==> src/rtl/clock_victim_sel.sv <==
module clock_victim_sel #(
  parameter int          WAYS      = 16,
  parameter int          LFSR_W    = 16,
  parameter logic [15:0] LFSR_TAPS = 16'hB400,
  parameter logic [15:0] LFSR_SEED = 16'hACE1,
  parameter int          RAND_BITS = 5,
  parameter int          BURST_W   = 7,
  localparam int         HAND_W    = $clog2(WAYS)
) (
  input  logic              clk,
  input  logic              rst_n,
  input  logic              acc_valid,
  input  logic              acc_write,
  input  logic              acc_fill,
  input  logic [HAND_W-1:0] acc_way,
  input  logic [1:0]        ins_mode,
  input  logic              miss_req,
  output logic              busy,
  output logic              victim_valid,
  output logic [HAND_W-1:0] victim_way,
  output logic [WAYS-1:0]   use_bits,
  output logic [HAND_W-1:0] hand
);

  logic [WAYS-1:0]   use_q;
  logic [HAND_W-1:0] hand_q, vict_q;
  logic              busy_q, vv_q;
  logic [LFSR_W-1:0] lfsr_q;
  logic [BURST_W-1:0] miss_cnt;
  logic              ins_bit;

  wire acc_en   = acc_valid && !acc_write && !busy_q;
  wire start    = miss_req && !busy_q;
  wire cur_set  = use_q[hand_q];
  wire rnd_hit  = lfsr_q[RAND_BITS-1:0] == '0;
  wire burst_on = !miss_cnt[BURST_W-1];
  wire fb       = ^(lfsr_q & LFSR_TAPS[LFSR_W-1:0]);
  wire [HAND_W-1:0] hand_nxt = (hand_q == HAND_W'(WAYS-1)) ? '0 : hand_q + 1'b1;

  always_comb begin
    case (ins_mode)
      2'b01:   ins_bit = rnd_hit;
      2'b10:   ins_bit = burst_on;
      default: ins_bit = 1'b1;
    endcase
  end

  always_ff @(posedge clk) begin
    if (!rst_n) begin
      use_q    <= '0;
      hand_q   <= '0;
      vict_q   <= '0;
      busy_q   <= 1'b0;
      vv_q     <= 1'b0;
      lfsr_q   <= LFSR_SEED[LFSR_W-1:0];
      miss_cnt <= '0;
    end else begin
      lfsr_q <= {lfsr_q[LFSR_W-2:0], fb};
      vv_q   <= 1'b0;
      if (start) begin
        busy_q   <= 1'b1;
        miss_cnt <= miss_cnt + 1'b1;
      end
      if (busy_q) begin
        if (cur_set) begin
          use_q[hand_q] <= 1'b0;
          hand_q        <= hand_nxt;
        end else begin
          busy_q <= 1'b0;
          vv_q   <= 1'b1;
          vict_q <= hand_q;
        end
      end
      if (acc_en)
        use_q[acc_way] <= acc_fill ? ins_bit : 1'b1;
    end
  end

  assign busy         = busy_q;
  assign victim_valid = vv_q;
  assign victim_way   = vict_q;
  assign use_bits     = use_q;
  assign hand         = hand_q;

endmodule


==> config.mk <==
export PLATFORM = sky130hd
export DESIGN_NAME = clock_victim_sel
export DESIGN_NICKNAME = d
export VERILOG_FILES = /design/src/rtl/clock_victim_sel.sv
export SDC_FILE = /design/constraint.sdc
export NUM_CORES = 1
export LEC_CHECK = 0
export CORE_MARGIN = 4
export CORE_UTILIZATION = 55
export DETAILED_ROUTE_END_ITERATION = 16
export PLACE_DENSITY_LB_ADDON = 0.1
export SYNTH_ARGS = -nofsm -noshare
export SYNTH_HDL_FRONTEND = slang
export SYNTH_SLANG_ARGS = --single-unit
==> constraint.sdc <==
create_clock -name clk -period 4.1 [get_ports clk]
set_input_delay 1.025 -clock clk [delete_from_list [all_inputs] [get_ports clk]]
set_output_delay 1.025 -clock clk [all_outputs]
set_load 0.005 [all_outputs]
Word-level counts from Yosys, hierarchy flattened
Cells that the tools add are included.

Flip-flop bits (word level): 49. Input port bits: 12. Output and inout bits: 26. Word-level logic and storage cells: 50.

Add/subtract/negate cells: 2. Order comparisons: 4. Eq/ne operators: 3. Multiplexer cells: 18. Bitwise operators: 3. Reduce and logical (&&, ||, !) cells: 13.

Operators with widths (count): 2-to-1 mux 16 bit (4); bitwise AND 16 bit (1); bitwise mux 16 bit (1); NOT 16 bit (1); parity 16 bit (1); < comparator 4 x 5 -> 1 bit, second input constant (2); demux 1 bit (select 4 bit) (2); >= comparator 4 x 1 -> 1 bit, second input constant (2); 2-to-1 mux 1 bit (8); adder 7 x 1 -> 7 bit, second input constant (1); AND reduction 2 bit (3); logical AND 1 bit (5); logical NOT 5 bit (1); adder 4 x 1 -> 4 bit, second input constant (1); binary-select mux 1 bit (select 4 bit) (1); == test 4 bit, second input constant (1); 2-to-1 mux 4 bit (1); logical NOT 1 bit (3); == test 2 x 1 -> 1 bit, second input constant (1); == test 2 bit, second input constant (1); one-hot mux 1 bit (2 select lines) (1); NOT 1 bit (1).

Logic depth before layout (Yosys ltp)
Gate-level depths: netlist (run 1).

Depth after elaboration: 11. Gate-level depth with buffers: 8.

Worst setup path before layout (run 1)
OpenSTA, ideal clock, no wires.

Path type: input-to-reg. From: in ins_mode[0]. To: reg use_q[4] (netlist: use_bits[4]). Library setup time: 133 ps. Data arrival time: 2359 ps. Data required time: 3967 ps. Setup slack: 1608 ps. Cell stages on the path: 8. Path buffers: 1. Cell sequence: inv_1 -> ha_1 -> nand2b_1 -> a211oi_4 -> nor2b_2 -> clkbuf_2 -> a22oi_1 -> a311oi_1.

Longest elaborated chain between the ends: 5.

Ends and longest elaborated chain: start, declared (line 16) `input logic [1:0] ins_mode,`; == test 2 bit or == test 2 x 1 -> 1 bit (tied branches) (line 41) `case (ins_mode)`; one-hot mux 1 bit (2 select lines) * (line 41); 2-to-1 mux 1 bit * (line 75) `use_q[acc_way] <= acc_fill ? ins_bit : 1'b1;`; bitwise mux 16 bit * (line 75); 2-to-1 mux 16 bit * (line 74) `if (acc_en)`; end signal, assigned by index (line 75); end, declared (line 25) `logic [WAYS-1:0] use_q;`.

Mark *: on every way between the ends. The rest lies on a longest branch, timed or not. A chain may end at the register's enable or synchronous reset.

Worst setup path after layout (run 1)
From: in ins_mode[0]. To: reg use_q[7] (netlist: use_bits[7]).

The elaborated chain is that of the path after synthesis.

==> results.py, run 1 <==
metrics = {
    "routing": {
        "ant_nets": 0,
        "routed_via_density": 5.88,
        "num_vias": 2006,
        "first_pass_iters": 5,
        "wire_per_inst_um": 15.5,
        "drt_iter0_markers": 193,
        "drc": 0,
        "drt_wl_total_mm": 5.28,
    },
    "power_and_ir_drop": {
        "ir_drop_mv": 0.334,
        "power.internal_w": 0.000719,
        "pwr-share-clk": 0.367,
        "seq_power_share": 0.538,
        "p_leak_nw": 1.02,
        "p_per_area_mw_per_mm2": 330,
        "switching_share": 0.233,
        "combPwrFrac": 0.094,
        "p_switching_w": 0.000218,
        "fin_total_pwr_w": 0.000937,
    },
    "global_routing": {
        "overflow": 0,
        "first_global_vias": 1803,
        "grt_max_degree": 34,
        "grt_usage": 0.210,
        "antenna_found_initial": 0,
        "grt_pass1_wl_mm": 8.85,
    },
    "synthesis": {
        "yosysWarningCount": 0,
        "synth_most_common_cell": "dfxtp_1",
        "synth-edff-count": 0,
        "netlist_top_cells_area": "dfxtp_1 (42%), mux2i_1 (6.4%), nand2_1 (5.7%)",
        "synth_cell_types": 41,
        "synth_nets": 277,
        "async_flop_share": 0,
        "syn_inst": 258,
        "yosysTopAreaCell": "dfxtp_1",
        "synth_ff_type": "dfxtp_1",
        "avgSynthCellArea_um2": 9.12,
        "synth_commonest_cells": "dfxtp_1 (49), nand2_1 (36), nor2_1 (18), mux2i_1 (15), nand3_1 (13)",
        "ys_seq_area_frac": 0.417,
        "synth_top_cell_area_share": 0.417,
        "synth_area_mm2": 0.00235,
        "synth-seq-cells": 49,
    },
    "timing": {
        "fmax_mhz": 348,
        "setup_tns_ps": 0,
        "tightest_slew_ps": 819,
        "rsz0062_at_grt": "false",
        "final.setup_skew_ps": 3.98,
        "final_hold_viol_count": 0,
        "maxSlewViolCount": 0,
        "maxSlewHeadroom": 0.453,
        "period_needed_ps": 2880,
        "finalCritPeriodShare": 0.701,
        "setup_viol": 0,
    },
    "floorplanning": {
        "die_width_um": 73.4,
        "rows": 23,
        "core_area_mm2": 0.00406,
        "io_pins": 38,
        "die_area_mm2": 0.00539,
        "die_h_um": 73.4,
        "start_util": 0.580,
    },
    "final_layout": {
        "final_cell_count_no_fill": 341,
        "diodes": 0,
        "fillers": 335,
        "design_area_mm2": 0.00284,
        "drive_above_1_share": 0.0722,
        "syn2layout_area_growth_pct": 20.6,
        "nets": 309,
    },
    "run_status": {
        "status": "finished clean",
    },
    "worst_setup_path": {
        "criticalPathCategory": "in -> reg",
        "cp-startpoint": "ins_mode[0]",
        "arrival_ps": 3030,
        "crit_end": "use_bits[7]",
        "crit_required_ps": 4260,
        "setup.worst_path.end_class": "flop",
        "start_kind": "input port",
        "ff2ff_path_depth": 5,
        "crit_path_max_fanout": 10,
        "reg2reg_to": "use_bits[3]",
        "r2r_setup_slack_ps": 1780,
        "timing.rr.start": "hand[1]",
    },
    "clock_tree": {
        "cts.sink_count": 49,
        "cts_resized": 0,
        "postCtsHoldBufs": 0,
        "tritoncts": "yes",
        "cts_root_buf": "clkbuf_8",
        "clk_path_buf_depth": 2,
        "cts_made_buffers": 5,
        "htreeDepth": 2,
        "clkTransAtPathRegs_ps": 90,
        "cts_setup_buffers": 0,
        "clkLatencyLatePin_ps": 300,
    },
    "placement": {
        "dp.cells": 333,
        "dp_hpwl_mm": 3.71,
        "gp_congestion": 0.882,
        "place_area_mm2": 0.00273,
        "portBuffers": 37,
    },
    "worst_hold_path": {
        "hp-class": "reg -> reg",
    },
    "flow_run": {
        "drv_cap": 0,
    },
}
sequential cells by signal, indices dropped and copies added, names as in the netlist:
signal	count
busy	1
use_bits	16
lfsr_q	16
hand	4
victim_way	4
victim_valid	1
miss_cnt	7
cell usage in the layout (no fill, tap or decap), types with 3 or more instances in the layout:
cell type        instances
a31oi_1                  5
a311oi_1                10
mux2i_1                 15
ha_1                     7
and2b_1                  3
xor2_1                   5
clkbuf_8                 5
dfxtp_1                 49
a22oi_1                 11
nand2_1                 36
a31o_2                   3
nand2b_1                 8
clkdlybuf4s50_1         37
a21oi_1                  8
and2_1                   9
nor2b_1                  6
xnor2_1                  4
nand4_1                  6
nand3_1                 13
inv_1                    7
nor2_1                  18
power by group through the flow:
stage	clock network, W	registers [W]	logic, W
after floorplan	0	0.000513	0.0000566
after global placement	0	0.000515	0.0000855
after detailed placement	0	0.000516	0.0000874
after CTS	0.000353	0.000505	0.0000884
after global routing	0.000376	0.000507	0.0000996
final	0.000344	0.000505	0.0000883
layer usage:
layer | global-route usage | up-vias | share of wire
met5 | 0 | - | 0
met4 | 0.0785 | 0 | 0.013
met3 | 0.0534 | 6 | 0.093
met2 | 0.306 | 80 | 0.45
met1 | 0.299 | 938 | 0.44
li1 | - | 982 | -
critical path, cell delays in order:
cell and delay, ps:
clkdlybuf4s50_1 480, inv_1 50, ha_1 270, nand2b_1 170
a211oi_4 560, nor2b_2 180, a22oi_1 230, a311oi_1 80
worst min path at each step:
| stage | startpoint | to | slack (ps) | cells after the start |
|---|---|---|---|---|
| after detailed placement | lfsr_q[9] | lfsr_q[10] | 400 | 1 |
| after floorplan | lfsr_q[9] | lfsr_q[10] | 390 | 1 |
| after global placement | lfsr_q[9] | lfsr_q[10] | 400 | 1 |
| after CTS | lfsr_q[9] | lfsr_q[10] | 420 | 1 |
| final | lfsr_q[9] | lfsr_q[10] | 420 | 1 |
| after global routing | lfsr_q[14] | lfsr_q[15] | 440 | 1 |
metrics by stage:
stage / worst slack [ps] / utilization / hold slack, ps
6_report: 1220 / 0.700 / 418
5_1_grt: 1130 / 0.700 / 439
4_1_cts: 1250 / 0.700 / 424
3_5_place_dp: 917 / 0.672 / 397
3_3_place_gp: 977 / 0.672 / 396
2_1_floorplan: 1610 / - / 386
cells by family after synthesis:
logic type	share of synthesized area
mux	0.0638
flops	0.417
fa+ha+maj	0.0372
xor+xnor	0.0335
compound gates	0.155
buf+inv	0.0431
simple gates	0.251
cell type report:
class	count	area, µm²	area share
Tap cell	50	62.6	0.0220
Timing Repair Buffer	39	385	0.136
Sequential cell	49	981	0.346
Inverter	7	26.3	0.00926
Multi-Input combinational cell	188	1270	0.448
Clock inverter	3	43.8	0.0154
Clock buffer	5	68.8	0.0242
Power figures use the tool's default switching activity.
==> run 2: changes to the inputs <==
--- a/config.mk
+++ b/config.mk
@@ -6,7 +6,7 @@
 export NUM_CORES = 1
 export LEC_CHECK = 0
 export CORE_MARGIN = 4
-export CORE_UTILIZATION = 55
+export CORE_UTILIZATION = 48
 export DETAILED_ROUTE_END_ITERATION = 16
 export PLACE_DENSITY_LB_ADDON = 0.1
 export SYNTH_ARGS = -nofsm -noshare
==> constraint.sdc (replaced) <==
create_clock -name clk -period 2.3 [get_ports clk]
set_input_delay 0.575 -clock clk [delete_from_list [all_inputs] [get_ports clk]]
set_output_delay 0.575 -clock clk [all_outputs]
set_load 0.005 [all_outputs]
==> results.py, run 2 (synthesis gave the netlist of run 1 again) <==
metrics = {
    "run_status": {
        "status": "finished clean",
    },
    "global_routing": {
        "antenna_found_initial": 0,
        "grt_pass1_wl_mm": 9.00,
        "grt_max_degree": 21,
        "overflow": 0,
        "grt_usage": 0.188,
        "first_global_vias": 1832,
    },
    "worst_setup_path": {
        "start_kind": "input port",
        "crit_path_max_fanout": 8,
        "arrival_ps": 2420,
        "crit_required_ps": 2500,
        "slowest_delay_ps": 480,
        "cp_cell_sequence": "clkdlybuf4s50_1 -> inv_1 -> ha_1 -> nand2b_1 -> a211oi_4 -> buf_12 -> nor3_4 -> nand2_1 -> a311oi_2",
        "critPathSlowestCell": "clkdlybuf4s50_1",
        "ff2ff_path_depth": 5,
        "setup.worst_path.end_class": "flop",
        "criticalPathCategory": "in -> reg",
    },
    "clock_tree": {
        "clkLatencyLatePin_ps": 290,
        "clkTransAtPathRegs_ps": 90,
        "clk_path_buf_depth": 2,
        "tritoncts": "yes",
        "cts_root_buf": "clkbuf_8",
        "cts_made_buffers": 5,
        "htreeDepth": 2,
        "cts.sink_count": 49,
    },
    "power_and_ir_drop": {
        "ir_drop_mv": 0.423,
        "p_per_area_mw_per_mm2": 560,
        "fin_total_pwr_w": 0.00169,
        "p_leak_nw": 1.13,
    },
    "routing": {
        "wl_met1_mm": 2.62,
        "drc": 0,
        "dr_wl_met3_um": 388,
        "drt_wl_total_mm": 5.48,
        "drt_iter0_markers": 195,
        "num_vias": 1986,
        "ant_nets": 0,
        "routed_via_density": 5.30,
        "first_pass_iters": 4,
        "wl_met2_mm": 2.44,
        "wire_per_inst_um": 14.6,
        "maxUsedRoutingLayer": "met4",
    },
    "final_layout": {
        "nets": 326,
        "final_cell_mix": "dfxtp_1 (49), nand2_1 (36), clkdlybuf4s50_1 (36)",
        "diodes": 0,
        "drive_above_1_share": 0.127,
        "fillers": 401,
        "syn2layout_area_growth_pct": 28.3,
        "utilization": 0.639,
        "final_common_cell": "dfxtp_1",
    },
    "timing": {
        "rsz0062_at_grt": "false",
        "holdWs_ps": 418,
        "fmax_mhz": 450,
        "finalCritPeriodShare": 0.965,
        "fin_ws_ps": 79.7,
        "maxSlewHeadroom": 0.727,
        "tightest_slew_ps": 409,
        "final.setup_skew_ps": 5.31,
        "final_hold_viol_count": 0,
        "setup_tns_ps": 0,
        "setup_viol": 0,
        "maxSlewViolCount": 0,
        "period_needed_ps": 2220,
    },
    "floorplanning": {
        "io_pins": 38,
        "die_area_mm2": 0.00609,
        "core_area_mm2": 0.00472,
        "die_width_um": 78.0,
        "rows": 25,
        "start_util": 0.498,
        "die_h_um": 78.0,
    },
    "placement": {
        "dp_hpwl_mm": 4.01,
        "portBuffers": 37,
        "gp_congestion": 0.868,
        "place_ws_ps": -253,
    },
    "flow_run": {
        "drv_cap": 0,
    },
    "worst_hold_path": {
        "holdPathStages": 1,
        "hp-class": "reg -> reg",
    },
}
run 2: cell types whose count changed in the layout (fill, tap and decap cells not counted), sizes merged:
cell / delta
buf: +17
clkdlybuf4s50: -1
dlymetal6s2s: +1
run 2: what timing repair did:
action                     4_1_cts  5_1_grt
hold buffers                     0        0
setup endpoints to repair        0        5
gates resized for setup          0        4
hold endpoints to repair         0        0
buffers inserted                 0        3
run 2: stage by stage:
stage	instance area [µm²]	instances
global route	3020	375
floorplan	2350	258
detailed placement	2870	364
global placement	2870	364
finish	3020	375
CTS	2980	372
run 2: worst paths after layout:
check / from / end / slack, ps
worst min-delay path: lfsr_q[9] / lfsr_q[10] / 420
worst max register to register: hand[1] / use_bits[0] / 370
worst max-delay path: ins_mode[0] / use_bits[0] / 80
worst min register to register: lfsr_q[9] / lfsr_q[10] / 420
run 2: area by class of cell:
cell class                      instances  area [µm²]  share of cell area
Clock inverter                          3        43.8              0.0145
Clock buffer                            5        68.8              0.0228
Sequential cell                        49         981               0.325
Inverter                                7        26.3             0.00870
Multi-Input combinational cell        188        1290               0.426
Timing Repair Buffer                   56         528               0.175
Tap cell                               67        83.8              0.0278
run 2: worst max-delay path: cells and delay by family:
family                   cells  cell delay [ps]
AO/OA/AOI/OAI                2              360
adder cells (fa/ha/maj)      1              260
buffers and inverters        3              680
AND/OR/NAND/NOR              3              550
run 2: layer usage:
layer	track usage	up-vias
met2	0.277	49
met5	0	-
li1	-	1003
met4	0.0594	0
met1	0.266	930
met3	0.0528	4
run 2: power breakdown:
group / leakage [nW] / internal [W] / total, W / switching (W)
Combinational: 0.670 / 0.0000975 / 0.000183 / 0.0000859
Sequential: 0.400 / 0.000880 / 0.000900 / 0.0000200
Clock: 0.0585 / 0.000326 / 0.000608 / 0.000282
==> run 3: changes to the inputs <==
--- a/config.mk
+++ b/config.mk
@@ -5,10 +5,12 @@
 export SDC_FILE = /design/constraint.sdc
 export NUM_CORES = 1
 export LEC_CHECK = 0
+export CORE_ASPECT_RATIO = 1.4
 export CORE_MARGIN = 4
 export CORE_UTILIZATION = 48
 export DETAILED_ROUTE_END_ITERATION = 16
 export PLACE_DENSITY_LB_ADDON = 0.1
+export SKIP_CTS_REPAIR_TIMING = 1
 export SYNTH_ARGS = -nofsm -noshare
 export SYNTH_HDL_FRONTEND = slang
 export SYNTH_SLANG_ARGS = --single-unit
==> results.py, run 3 (synthesis gave the netlist of run 1 again) <==
metrics = {
    "run_status": {
        "status": "finished clean",
    },
    "final_layout": {
        "fillers": 435,
        "final_cell_count_no_fill": 367,
        "drive_above_1_share": 0.128,
        "syn2layout_area_growth_pct": 27.0,
        "final_cell_mix": "dfxtp_1 (48), nand2_1 (36), clkdlybuf4s50_1 (35)",
        "layout.area.seq_um2": 982,
        "diodes": 0,
        "final_common_cell": "dfxtp_1",
        "multi_input_area_mm2": 0.00130,
        "utilization": 0.644,
        "nets": 323,
        "design_area_mm2": 0.00299,
    },
    "routing": {
        "routed_via_density": 5.52,
        "drc": 0,
        "num_vias": 2025,
        "first_pass_iters": 4,
        "drt_wl_total_mm": 5.61,
        "ant_nets": 0,
        "wire_per_inst_um": 15.3,
        "drt_iter0_markers": 131,
    },
    "timing": {
        "final.setup_skew_ps": 9.11,
        "tightest_slew_ps": 414,
        "period_needed_ps": 2050,
        "maxSlewHeadroom": 0.723,
        "finalCritPeriodShare": 0.891,
        "fmax_mhz": 488,
        "fin_ws_ps": 251,
        "rsz0062_at_grt": "false",
        "maxSlewViolCount": 0,
        "setup_viol": 0,
        "final_hold_viol_count": 0,
    },
    "power_and_ir_drop": {
        "ir_drop_mv": 0.388,
        "p_leak_nw": 1.11,
        "p_per_area_mw_per_mm2": 524,
        "fin_total_pwr_w": 0.00157,
    },
    "worst_hold_path": {
        "hp-class": "reg -> reg",
        "hold-path-endpoint": "lfsr_q[10]",
        "holdPathStages": 1,
        "min-delay-start": "lfsr_q[9]",
    },
    "global_routing": {
        "overflow": 0,
        "grt_usage": 0.197,
        "grt_pass1_wl_mm": 9.36,
        "antenna_found_initial": 0,
        "grt_max_degree": 33,
        "first_global_vias": 1940,
    },
    "worst_setup_path": {
        "criticalPathCategory": "reg -> out",
        "critPathSlowestCell": "dfxtp_2",
        "cp-startpoint": "hand[1]",
        "setup.worst_path.end_class": "output port",
        "crit_required_ps": 1730,
        "timing.rr.start": "hand[1]",
        "ff2ff_path_depth": 5,
        "start_kind": "flop",
        "arrival_ps": 1470,
        "cp_cell_sequence": "buf_4 -> clkdlybuf4s50_1",
        "slowest_delay_ps": 510,
        "r2r_setup_slack_ps": 450,
        "reg2reg_to": "use_bits[3]",
        "crit_path_max_fanout": 10,
    },
    "placement": {
        "portBuffers": 37,
        "place_area_mm2": 0.00287,
        "dp.cells": 359,
        "dp_hpwl_mm": 4.15,
        "place_ws_ps": -251,
        "gp_congestion": 0.853,
    },
    "floorplanning": {
        "die_h_um": 90.9,
        "die_width_um": 67.2,
        "rows": 29,
        "start_util": 0.507,
        "io_pins": 38,
        "core_area_mm2": 0.00464,
        "die_area_mm2": 0.00610,
    },
    "clock_tree": {
        "clk_path_buf_depth": 2,
        "cts_made_buffers": 5,
        "clkLatencyLatePin_ps": 300,
        "tritoncts": "yes",
        "htreeDepth": 2,
        "cts.sink_count": 49,
        "cts_root_buf": "clkbuf_8",
        "clkTransAtPathRegs_ps": 80,
    },
    "flow_run": {
        "drv_cap": 0,
    },
}
-- run 3: cell count changes in the layout (fill, tap and decap cells not counted), moves of 2 or more --
cell / before / now
nor2b_4: 2 / 0
nor2b_2: 0 / 2
buf_4: 18 / 14
clkbuf_1: 0 / 2
-- run 3: cell type report --
cell class	count	share of cell area
clock buffer	7	0.0255
clock inverter	1	0.00251
inverter	7	0.00879
multi-input combinational	188	0.434
sequential	49	0.329
tap	62	0.0260
timing repair buffer	53	0.174
-- run 3: worst max path at each step --
| stage | cells after the start | slack [ps] | to |
|---|---|---|---|
| final | 2 | 250 | hand[1] |
| after global routing | 2 | 200 | hand[1] |
| after CTS | 2 | 30 | hand[1] |
| after detailed placement | 9 | -250 | use_bits[3] |
| after global placement | 9 | -130 | use_bits[1] |
| after floorplan | 8 | 260 | use_bits[4] |
-- run 3: per-layer routing --
metal,global-route usage,wire length (µm),share of wire,up-vias
met5,0,0,0,-
met4,0.0863,125,0.022,0
met1,0.261,2520,0.45,939
met2,0.300,2700,0.48,70
met3,0.0448,273,0.049,12
li1,-,-,-,1004
-- run 3: critical path, delay by kind of cell, from the launching register on --
kind	cells	cell delay, ps
DFF	1	510
buffers and inverters	2	660
-- run 3: through the flow --
step / setup TNS, ps / hold slack, ps
after global placement: -1300 / 397
final: 0 / 413
after global routing: 0 / 436
after detailed placement: -1950 / 401
after floorplan: 0 / 386
after CTS: 0 / 419
-- run 3: power by group --
part	internal (W)	switching, W	total, W
Combinational	0.0000927	0.0000854	0.000178
Sequential	0.000879	0.0000203	0.000900
Clock	0.000215	0.000274	0.000490
Total	0.00119	0.000380	0.00157
